**src/rtl/icache_tag_ctrl.sv**
```systemverilog
module icache_tag_ctrl #(
  parameter int CACHE_BYTES = 4096,
  parameter int LINE_BYTES  = 16,
  localparam int K      = $clog2(CACHE_BYTES),
  localparam int OFF_W  = $clog2(LINE_BYTES),
  localparam int IDX_W  = K - OFF_W
) (
  input  logic             clk,
  input  logic             rst_n,
  input  logic             fetch_req,
  input  logic [31:0]      fetch_addr,
  input  logic             fill_req,
  input  logic [31:0]      fill_addr,
  input  logic             inval_req,
  output logic             busy,
  output logic             hit_valid,
  output logic             hit,
  output logic             tag_strobe,
  output logic             tag_rw,
  output logic [IDX_W-1:0] tag_index,
  output logic [31:8]      tag_wdata,
  input  logic [31:8]      tag_rdata
);

  localparam logic [23:0] TAG_MASK = {24{1'b1}} << (K - 8);
  localparam logic [IDX_W-1:0] LAST_IDX = IDX_W'((1 << IDX_W) - 1);

  typedef enum logic [2:0] {S_IDLE, S_RD, S_WR, S_INV_HI, S_INV_LO} state_t;

  state_t           state;
  logic             strobe_q, rw_q, hv_q, hit_q;
  logic [IDX_W-1:0] idx_q;
  logic [23:0]      wdata_q, cmp_q;

  wire match = tag_rdata[8] && (((tag_rdata ^ cmp_q) & TAG_MASK) == 24'd0);

  always_ff @(posedge clk) begin
    if (!rst_n) begin
      state    <= S_IDLE;
      strobe_q <= 1'b0;
      rw_q     <= 1'b1;
      idx_q    <= '0;
      wdata_q  <= '0;
      cmp_q    <= '0;
      hv_q     <= 1'b0;
      hit_q    <= 1'b0;
    end else begin
      hv_q     <= 1'b0;
      hit_q    <= 1'b0;
      strobe_q <= 1'b0;
      case (state)
        S_IDLE: begin
          if (inval_req) begin
            state    <= S_INV_HI;
            strobe_q <= 1'b1;
            rw_q     <= 1'b0;
            idx_q    <= '0;
            wdata_q  <= '0;
          end else if (fill_req) begin
            state    <= S_WR;
            strobe_q <= 1'b1;
            rw_q     <= 1'b0;
            idx_q    <= fill_addr[K-1:OFF_W];
            wdata_q  <= (fill_addr[31:8] & TAG_MASK) | 24'd1;
          end else if (fetch_req) begin
            state    <= S_RD;
            strobe_q <= 1'b1;
            rw_q     <= 1'b1;
            idx_q    <= fetch_addr[K-1:OFF_W];
            cmp_q    <= fetch_addr[31:8];
          end
        end
        S_RD: begin
          state <= S_IDLE;
          hv_q  <= 1'b1;
          hit_q <= match;
        end
        S_WR: begin
          state <= S_IDLE;
          rw_q  <= 1'b1;
        end
        S_INV_HI: state <= S_INV_LO;
        S_INV_LO: begin
          if (idx_q == LAST_IDX) begin
            state <= S_IDLE;
            rw_q  <= 1'b1;
          end else begin
            state    <= S_INV_HI;
            strobe_q <= 1'b1;
            idx_q    <= idx_q + 1'b1;
          end
        end
        default: state <= S_IDLE;
      endcase
    end
  end

  assign busy       = (state != S_IDLE);
  assign hit_valid  = hv_q;
  assign hit        = hit_q;
  assign tag_strobe = strobe_q;
  assign tag_rw     = rw_q;
  assign tag_index  = idx_q;
  assign tag_wdata  = wdata_q;

endmodule

```
**config.mk**
```make
export PLATFORM = sky130hd
export DESIGN_NAME = icache_tag_ctrl
export DESIGN_NICKNAME = d
export VERILOG_FILES = /design/src/rtl/icache_tag_ctrl.sv
export SDC_FILE = /design/constraint.sdc
export NUM_CORES = 1
export LEC_CHECK = 0
export BUFFER_PORTS_ARGS = -buffer_cell sky130_fd_sc_hd__buf_2
export CELL_PAD_IN_SITES_DETAIL_PLACEMENT = 0
export CELL_PAD_IN_SITES_GLOBAL_PLACEMENT = 2
export CORE_ASPECT_RATIO = 0.9
export CORE_MARGIN = 10
export CORE_UTILIZATION = 25
export DETAILED_ROUTE_END_ITERATION = 8
export MAX_ROUTING_LAYER = met4
export PLACE_DENSITY_LB_ADDON = 0.1
export SYNTH_ARGS = -nofsm -noshare
export SYNTH_HDL_FRONTEND = slang
export SYNTH_SLANG_ARGS = --single-unit
export TNS_END_PERCENT = 10
```
**constraint.sdc**
```tcl
create_clock -name clk -period 2.2 [get_ports clk]
set_clock_uncertainty 0.05 [all_clocks]
set_input_delay 0 -clock clk [delete_from_list [all_inputs] [get_ports clk]]
set_output_delay 0 -clock clk [all_outputs]
set_load 0.005 [all_outputs]
```
==> flow_metrics.py, run 1 <==
metrics = {
    "floorplan": {
        "row_count": 35,
        "die_x_um": 128.9,
        "core_area_um2": 10330,
        "start_util_pct": 25.81,
        "ios": 130,
        "die_area_um2": 15210,
        "die_height_um": 118.0,
    },
    "clocking": {
        "post_cts_buffers": 0,
        "cts_tree": "yes",
        "cts-resized-gates": 0,
        "cts.sinks": 56,
        "cts_buffers": 5,
        "clk_latency_ps": 290,
        "htreeDepth": 2,
        "path_clk_slew_ps": 70,
        "root_buffer": "clkbuf_16",
        "clk_path_buf_depth": 2,
    },
    "power_and_ir_drop": {
        "p_leak_nw": 1.701,
        "seqPwrFrac_pct": 45.0,
        "p_sw_share_pct": 29.82,
        "intPower_mw": 1.820,
        "pwr-share-comb_pct": 23.8,
        "p_total_mw": 2.593,
        "power-per-cell-area_nw_per_um2": 657.6,
        "power.switching_uw": 773.2,
        "clkPwrFrac_pct": 31.2,
        "vdd_drop_max_uv": 295.0,
    },
    "setup_path": {
        "crit_buf_inv": 0,
        "critPathKind": "flip-flop to flip-flop",
        "slowest_delay_ps": 480,
        "cp.arrival_ps": 2100,
        "slowest_stage": "o21ai_2",
        "path_cells": "ha_1 > nand3_1 > o21ai_2 > nand2_1 > a32o_1",
        "required_ps": 2340,
        "cp-start-kind": "flip-flop",
        "endpoint_kind": "flip-flop",
        "cp_top_family": "compound AO/OA/AOI/OAI gates",
        "worstPathMaxFanout": 11,
    },
    "yosys": {
        "yosys-top-cells-count": "dfxtp_1 (56), nand2_1 (50), a21boi_0 (22), a22oi_1 (22), nor2b_1 (21)",
        "synth_cells": 303,
        "synth.avg_cell_area_um2": 8.804,
        "postSynthRegisterBits": 56,
        "yosysTopAreaCell": "dfxtp_1",
        "async_reset_ff_share_pct": 0,
        "synth.area.top_cells": "dfxtp_1 (42%), nand2_1 (7.0%), a21boi_0 (6.2%)",
        "yosysMostFrequentCell": "dfxtp_1",
        "synthFlopType": "dfxtp_1",
        "yosysTopAreaCellShare_pct": 42.03,
        "yosysUniqueCellTypes": 46,
        "syn_area_um2": 2668,
        "yosysWarnings": 0,
        "synth_edf_count": 0,
        "seq_area_frac_synth_pct": 42.03,
    },
    "run_status": {
        "status": "finished, final reports clean",
    },
    "detailed_routing": {
        "vias_per_cell": 4.533,
        "drt_iter0_drc": 122,
        "vias": 2652,
        "ant_nets": 0,
        "drt-wirelength-per-cell_um": 15.14,
        "drcViolationCount": 0,
        "drtPass1Iterations": 4,
        "finalWirelength_um": 8856,
    },
    "finish": {
        "diodes": 0,
        "synthToLayoutAreaGrowth_pct": 47.84,
        "fin_cells": 585,
        "fin_area_um2": 3944,
        "final_util_pct": 38.16,
        "nets": 549,
        "drive_above_1_share_pct": 29.39,
    },
    "timing": {
        "setup_ws_ps": 245.0,
        "hold_violations": 0,
        "clock.fmax_ghz": 0.5115,
        "min_period_over_period_pct": 88.86,
        "period_needed_ps": 1955,
        "setup_tns_ps": 0,
        "setup_viol": 0,
        "rsz0062_at_grt": "no",
        "drv_slew": 0,
        "whs_ps": 91.36,
    },
    "global_route": {
        "grt_start_max_net_pins": 39,
        "overflow": 0,
        "met3_usage_pct": 2.792,
        "grt_use_met2_pct": 17.88,
        "met1_usage_pct": 15.16,
        "antenna_found_initial": 0,
        "grt_util_all_layers_pct": 11.76,
        "busiest_layer": "met2",
        "grt_pass1_wl_um": 14410,
        "grt_pass1_vias": 2797,
    },
    "placed_design": {
        "placed_area_um2": 3347,
        "dp_slack_ps": 262.0,
        "placedCellCount": 532,
        "gp_congestion": 0.7221,
        "io_buffer_count": 115,
        "hpwl_um": 6318,
    },
    "hold_path": {
        "hold_path_class": "primary input to flip-flop",
    },
    "run": {
        "drv_cap": 0,
    },
}
-- final timing paths --
kind	cells past startpoint	slack, ps	endpoint	from
worst max-delay path	5	240	tag_index[2]	tag_index[0]
worst min-delay path	2	90	tag_index[0]	rst_n
worst max register to register	5	240	tag_index[2]	tag_index[0]
worst min register to register	2	420	cmp_q[20]	cmp_q[20]
-- worst register-to-register path, delay by kind of cell (launching register included) --
kind | cells | cell delay, ps
simple gates | 2 | 400
compound gates | 2 | 750
flops | 1 | 420
fa+ha+maj | 1 | 230
-- registers in the layout, summed over array words and instances, names as in the netlist --
name        count
tag_strobe      1
tag_rw          1
state           3
tag_index       8
tag_wdata      21
cmp_q          20
hit             1
hit_valid       1
-- placed cells by master (no fill, tap or decap), types with 2 or more instances in the layout --
cell type and count:
and2_1 3, buf_4 7, clkbuf_16 5, conb_1 3, or3_1 2, nor2_1 4
inv_1 2, nor3_1 8, nor4_1 9, a22oi_1 22, xnor2_1 3, nor2b_1 21
nand4_1 3, a21oi_1 5, nand2_1 50, xor2_1 17, dlygate4sd3_1 45, o21ai_0 9
and3_1 3, a21boi_0 22, mux2i_1 8, nand3_1 5, o221ai_1 5, o21a_1 3
dfxtp_1 56, buf_2 115
-- layer usage --
metal  wire (um)  vias to the layer above  share of wire [%]
li1            -                     1367                  -
met1        4305                     1211                 49
met2        4002                       67                 45
met3         457                        7                5.2
met4          90                        0                1.0
met5           0                        -                  0
-- final cells by class --
type	count	area [um^2]
Clock inverter	3	21.27
Multi-Input combinational cell	223	1429
Sequential cell	56	1121
Clock buffer	5	125.1
Tap cell	129	161.4
Inverter	2	7.507
Fill cell	1118	6391
Timing Repair Buffer	167	1079
-- power by group through the flow --
stage,combinational (mW),sequential (mW),clock [mW]
after floorplan,0.334,1.18,0
after global placement,0.570,1.19,0
after detailed placement,0.569,1.19,0
after CTS,0.631,1.17,0.857
after global routing,0.697,1.18,0.891
final,0.617,1.17,0.810
-- logic make-up (layout without fill, tap and decap cells) --
group	Yosys count	in the layout	synth area share (%)
AOI/OAI and AO/OA	76	76	20.50
other	1	3	0.1406
and+or+nand+nor	115	115	22.61
DFF	56	56	42.03
buffers and inverters	26	177	4.690
xor gates and xnor gates	20	20	6.567
muxes	8	8	3.002
adders and majority gates	1	1	0.4690
-- repair_timing --
item                                    CTS  global route
endpoints found under the setup margin    0             0
endpoints found under the hold margin    41             0
hold buffers                             45             0
(Power assumes the default switching activity.)
==> run 2: changes to the inputs <==
- CELL_PAD_IN_SITES_DETAIL_PLACEMENT: 0 -> unset
- CELL_PAD_IN_SITES_GLOBAL_PLACEMENT: 2 -> unset
- CORE_UTILIZATION: 25 -> 40
- PLACE_DENSITY: unset -> 0.71
- PLACE_DENSITY_LB_ADDON: 0.1 -> unset
==> run 2 against run 1 <==
  * Sequential power barely moved
  * Critical path depth did not move
  * Non-clock buffer count did not move
  * Fmax fell by 1.5%
  * Via count grew 2.1%
  * Hold slack got worse by 54 ps
  * First-iteration DRC count is 34% lower
==> flow_metrics.py, run 2 (synthesized netlist as in run 1, its figures left out) <==
metrics = {
    "power_and_ir_drop": {
        "p_leak_nw": 1.684,
        "power-per-cell-area_nw_per_um2": 632.6,
        "vdd_drop_max_uv": 281.8,
    },
    "setup_path": {
        "endpoint_kind": "flip-flop",
        "slowest_stage": "dlygate4sd3_1",
        "slowest_delay_ps": 600,
        "worst_r2r_path_depth": 5,
        "cp-start-kind": "flip-flop",
        "worstPathMaxFanout": 2,
        "path_cells": "xor2_1 > nor4_1 > nand4_1 > dlygate4sd3_1 > nor4_1",
        "cp.arrival_ps": 2150,
        "crit_top_cell": "nor4_1",
        "required_ps": 2360,
        "critPathKind": "flip-flop to flip-flop",
    },
    "detailed_routing": {
        "vias_per_cell": 4.952,
        "vias": 2709,
        "drcViolationCount": 0,
        "drt-wirelength-per-cell_um": 15.09,
        "drtPass1Iterations": 4,
        "drt_iter0_drc": 80,
        "ant_nets": 0,
        "finalWirelength_um": 8252,
    },
    "run": {
        "drv_cap": 0,
    },
    "placed_design": {
        "hpwl_um": 5515,
        "placedCellCount": 493,
        "gp_congestion": 0.8711,
        "dp_slack_ps": 402.3,
        "io_buffer_count": 115,
    },
    "timing": {
        "setup_viol": 0,
        "drv_slew": 0,
        "period_needed_ps": 1985,
        "rsz0062_at_grt": "no",
        "setup_tns_ps": 0,
        "setup_ws_ps": 215.3,
        "clock.fmax_ghz": 0.5039,
        "hold_violations": 0,
        "min_period_over_period_pct": 90.21,
    },
    "floorplan": {
        "die_area_um2": 10340,
        "die_x_um": 106.1,
        "core_area_um2": 6516,
        "row_count": 28,
        "ios": 130,
        "die_height_um": 97.47,
        "start_util_pct": 40.94,
    },
    "finish": {
        "drive_above_1_share_pct": 29.39,
        "fin_cells": 547,
        "most-common-layout-cells": "buf_2 (115), dfxtp_1 (56), nand2_1 (50)",
        "final_common_cell": "buf_2",
        "nets": 549,
        "fillCellCount": 600,
        "largest_reg_flops": 21,
        "final_util_pct": 59.27,
        "synthToLayoutAreaGrowth_pct": 44.79,
    },
    "global_route": {
        "grt_pass1_vias": 2811,
        "antenna_found_initial": 1,
        "overflow": 0,
        "grt_pass1_wl_um": 13500,
        "grt_start_max_net_pins": 43,
        "grt_util_all_layers_pct": 15.90,
    },
    "clocking": {
        "root_buffer": "clkbuf_8",
        "cts_tree": "yes",
        "path_clk_slew_ps": 100,
        "cts-resized-gates": 0,
        "clk_latency_ps": 310,
        "cts.sinks": 56,
        "clk_path_buf_depth": 2,
        "htreeDepth": 2,
        "cts_buffers": 5,
        "post_cts_buffers": 0,
    },
    "hold_path": {
        "whs_path_depth": 2,
        "hold_path_class": "primary input to flip-flop",
    },
    "run_status": {
        "status": "finished, final reports clean",
    },
}
[run 2: cell types whose count changed in the layout (fill, tap and decap cells not counted)]
cell,before,now
clkbuf_16,5,0
inv_6,1,0
diode_2,0,1
clkbuf_8,0,5
bufinv_16,0,1
[run 2: layout make-up]
class                   count  area, um^2  share of cell area [%]
multi-input cells         223        1429                   36.99
diodes                      1       2.502                 0.06479
inverters                   2       7.507                  0.1944
clock buffers               5       68.82                   1.782
flip-flops and latches     56        1121                   29.03
clock inverters             3       42.54                   1.101
repair buffers            167        1079                   27.92
well taps                  90       112.6                   2.915
[run 2: metrics by stage]
stage	instance area, um^2	hold WS (ps)	total power [mW]
after floorplan	2675	81.84	1.511
after CTS	3860	27.48	2.473
after global placement	3298	199.4	1.721
after detailed placement	3298	208.1	1.734
final	3862	36.93	2.443
after global routing	3862	41.73	2.594
[run 2: critical path: cells and delay by family, from the launching register on]
kind                      cells  cell delay, ps
DFF                           1             330
buffers and inverters         1             600
and+or+nand+nor               3             750
xor gates and xnor gates      1             160
[run 2: report_power, final]
group,internal [mW],switching [mW],leakage (nW)
Sequential,1.09,0.0765,0.456
Combinational,0.301,0.300,1.17
Clock,0.337,0.336,0.0541
Total,1.73,0.712,1.68
[run 2: final timing paths]
kind	startpoint	end	slack, ps
worst min register to register	cmp_q[8]	cmp_q[8]	430
worst max register to register	cmp_q[23]	hit	220
worst min-delay path	rst_n	tag_index[1]	40
worst max-delay path	cmp_q[23]	hit	220
[run 2: metal layers]
layer  part of all wire [%]  GRT usage [%]  wire (um)
met2                     52          27.57       4253
met1                     43          18.00       3548
met3                    4.1          3.183        336
met4                    1.4          4.683        114
met5                      0              -          0
[run 2: repair_timing]
item / 4_1_cts / 5_1_grt
hold buffers: 45 / 0
setup endpoints to repair: 0 / 0
endpoints found under the hold margin: 41 / 0
==> run 3: changes to the inputs <==
- SETUP_SLACK_MARGIN: unset -> 0.3
==> run 3 against run 2 <==
  * Worst setup slack improved by 250 ps
  * Die area unchanged
  * Hold slack improved by 0.58 ps
  * First-iteration DRC count is 15% lower
  * Utilization rose by 0.36 points
  * Global-route usage shrank 0.21 points
  * Clock power about the same
  * Non-clock buffer count grew 2
  * Highest routed layer unchanged
  * Largest cell class unchanged
  * Sequential share of layout area fell by 0.18 points
  * Final area increased by 0.62%
  * Critical path type unchanged
  * Sequential power hardly changed
  * Via count about the same
==> flow_metrics.py, run 3 (synthesized netlist as in run 1, its figures left out) <==
metrics = {
    "floorplan": {
        "die_height_um": 97.47,
        "die_area_um2": 10340,
        "ios": 130,
        "start_util_pct": 40.94,
        "die_x_um": 106.1,
        "core_area_um2": 6516,
        "row_count": 28,
    },
    "global_route": {
        "grt_pass1_vias": 2772,
        "grt_start_max_net_pins": 43,
        "met3_usage_pct": 3.117,
        "grt_util_all_layers_pct": 15.69,
        "overflow": 0,
        "grt_use_met2_pct": 27.28,
        "grt_pass1_wl_um": 13360,
        "antenna_found_initial": 1,
        "busiest_layer": "met2",
        "met1_usage_pct": 17.84,
    },
    "clocking": {
        "cts.sinks": 56,
        "path_clk_slew_ps": 100,
        "clk_path_buf_depth": 2,
        "cts_buffers": 5,
        "root_buffer": "clkbuf_8",
        "htreeDepth": 2,
        "cts_tree": "yes",
        "clk_latency_ps": 300,
    },
    "setup_path": {
        "critPathKind": "flip-flop to flip-flop",
        "cp_top_family": "compound AO/OA/AOI/OAI gates",
        "path_cells": "nor3b_4 > buf_4 > o21a_2 > o22ai_1 > a32o_1",
        "cp.arrival_ps": 1900,
        "slowest_stage": "dfxtp_1",
        "cp-start-kind": "flip-flop",
        "required_ps": 2360,
        "worstPathMaxFanout": 16,
        "crit_buf_inv": 1,
        "slowest_delay_ps": 490,
        "endpoint_kind": "flip-flop",
    },
    "run": {
        "drv_cap": 0,
    },
    "detailed_routing": {
        "vias_per_cell": 4.931,
        "vias": 2707,
        "finalWirelength_um": 8157,
        "drtPass1Iterations": 6,
        "drcViolationCount": 0,
        "ant_nets": 0,
        "drt-wirelength-per-cell_um": 14.86,
        "drt_iter0_drc": 68,
    },
    "finish": {
        "most-common-layout-cells": "buf_2 (115), dfxtp_1 (56), nand2_1 (50)",
        "final_common_cell": "buf_2",
        "fillCellCount": 596,
        "nets": 551,
        "drive_above_1_share_pct": 29.91,
        "final_util_pct": 59.64,
        "synthToLayoutAreaGrowth_pct": 45.68,
        "largest_reg_flops": 21,
    },
    "placed_design": {
        "gp_congestion": 0.8711,
        "io_buffer_count": 115,
        "hpwl_um": 5515,
    },
    "power_and_ir_drop": {
        "p_leak_nw": 1.698,
        "vdd_drop_max_uv": 281.1,
        "power-per-cell-area_nw_per_um2": 628.9,
    },
    "timing": {
        "rsz0062_at_grt": "no",
        "drv_slew": 0,
        "clock.fmax_ghz": 0.5757,
        "min_period_over_period_pct": 78.96,
        "period_needed_ps": 1737,
        "setup_tns_ps": 0,
        "setup_viol": 0,
        "hold_violations": 0,
    },
    "run_status": {
        "status": "finished, final reports clean",
    },
    "hold_path": {
        "hold_path_class": "primary input to flip-flop",
    },
}
[run 3: final timing paths]
kind,from,endpoint,slack [ps],cells past startpoint
max,state[2],tag_index[2],460,5
min,rst_n,tag_index[1],40,2
max reg2reg,state[2],tag_index[2],460,5
min reg2reg,cmp_q[8],cmp_q[8],430,2
[run 3: through the flow]
step / power [mW] / setup WS, ps / hold slack, ps / std cells / cell area [um^2]
floorplan: 1.511 / 619.2 / 81.84 / 305 / 2675
CTS: 2.474 / 367.4 / 27.48 / 546 / 3860
global route: 2.594 / 333.4 / 43.05 / 549 / 3886
detailed placement: 1.734 / 402.3 / 208.1 / 493 / 3298
global placement: 1.721 / 441.4 / 199.4 / 493 / 3298
finish: 2.444 / 463.0 / 37.51 / 549 / 3886
[run 3: area by class of cell]
| type | count | area, um^2 | area share [%] |
|---|---|---|---|
| Tap cell | 90 | 112.6 | 2.898 |
| Multi-Input combinational cell | 223 | 1438 | 36.99 |
| Clock inverter | 3 | 42.54 | 1.095 |
| Timing Repair Buffer | 169 | 1094 | 28.14 |
| Antenna cell | 1 | 2.502 | 0.06439 |
| Inverter | 2 | 7.507 | 0.1932 |
| Clock buffer | 5 | 68.82 | 1.771 |
| Sequential cell | 56 | 1121 | 28.85 |
[run 3: report_power, final]
part,switching (mW),internal [mW],total (mW),leakage [nW]
clock network,0.334,0.337,0.672,0.0541
registers,0.0770,1.09,1.17,0.456
logic,0.299,0.304,0.603,1.19
[run 3: repair_timing]
action / CTS / global route
gates resized for setup: 0 / 2
endpoints found under the setup margin: 0 / 7
buffers inserted: 0 / 2
endpoints found under the hold margin: 41 / 0
hold buffers: 45 / 0
[run 3: layer usage]
metal / share of wire, % / vias up
met5: 0 / -
met1: 44 / 1253
met3: 3.5 / 8
met2: 52 / 74
met4: 1.1 / 0
li1: - / 1372
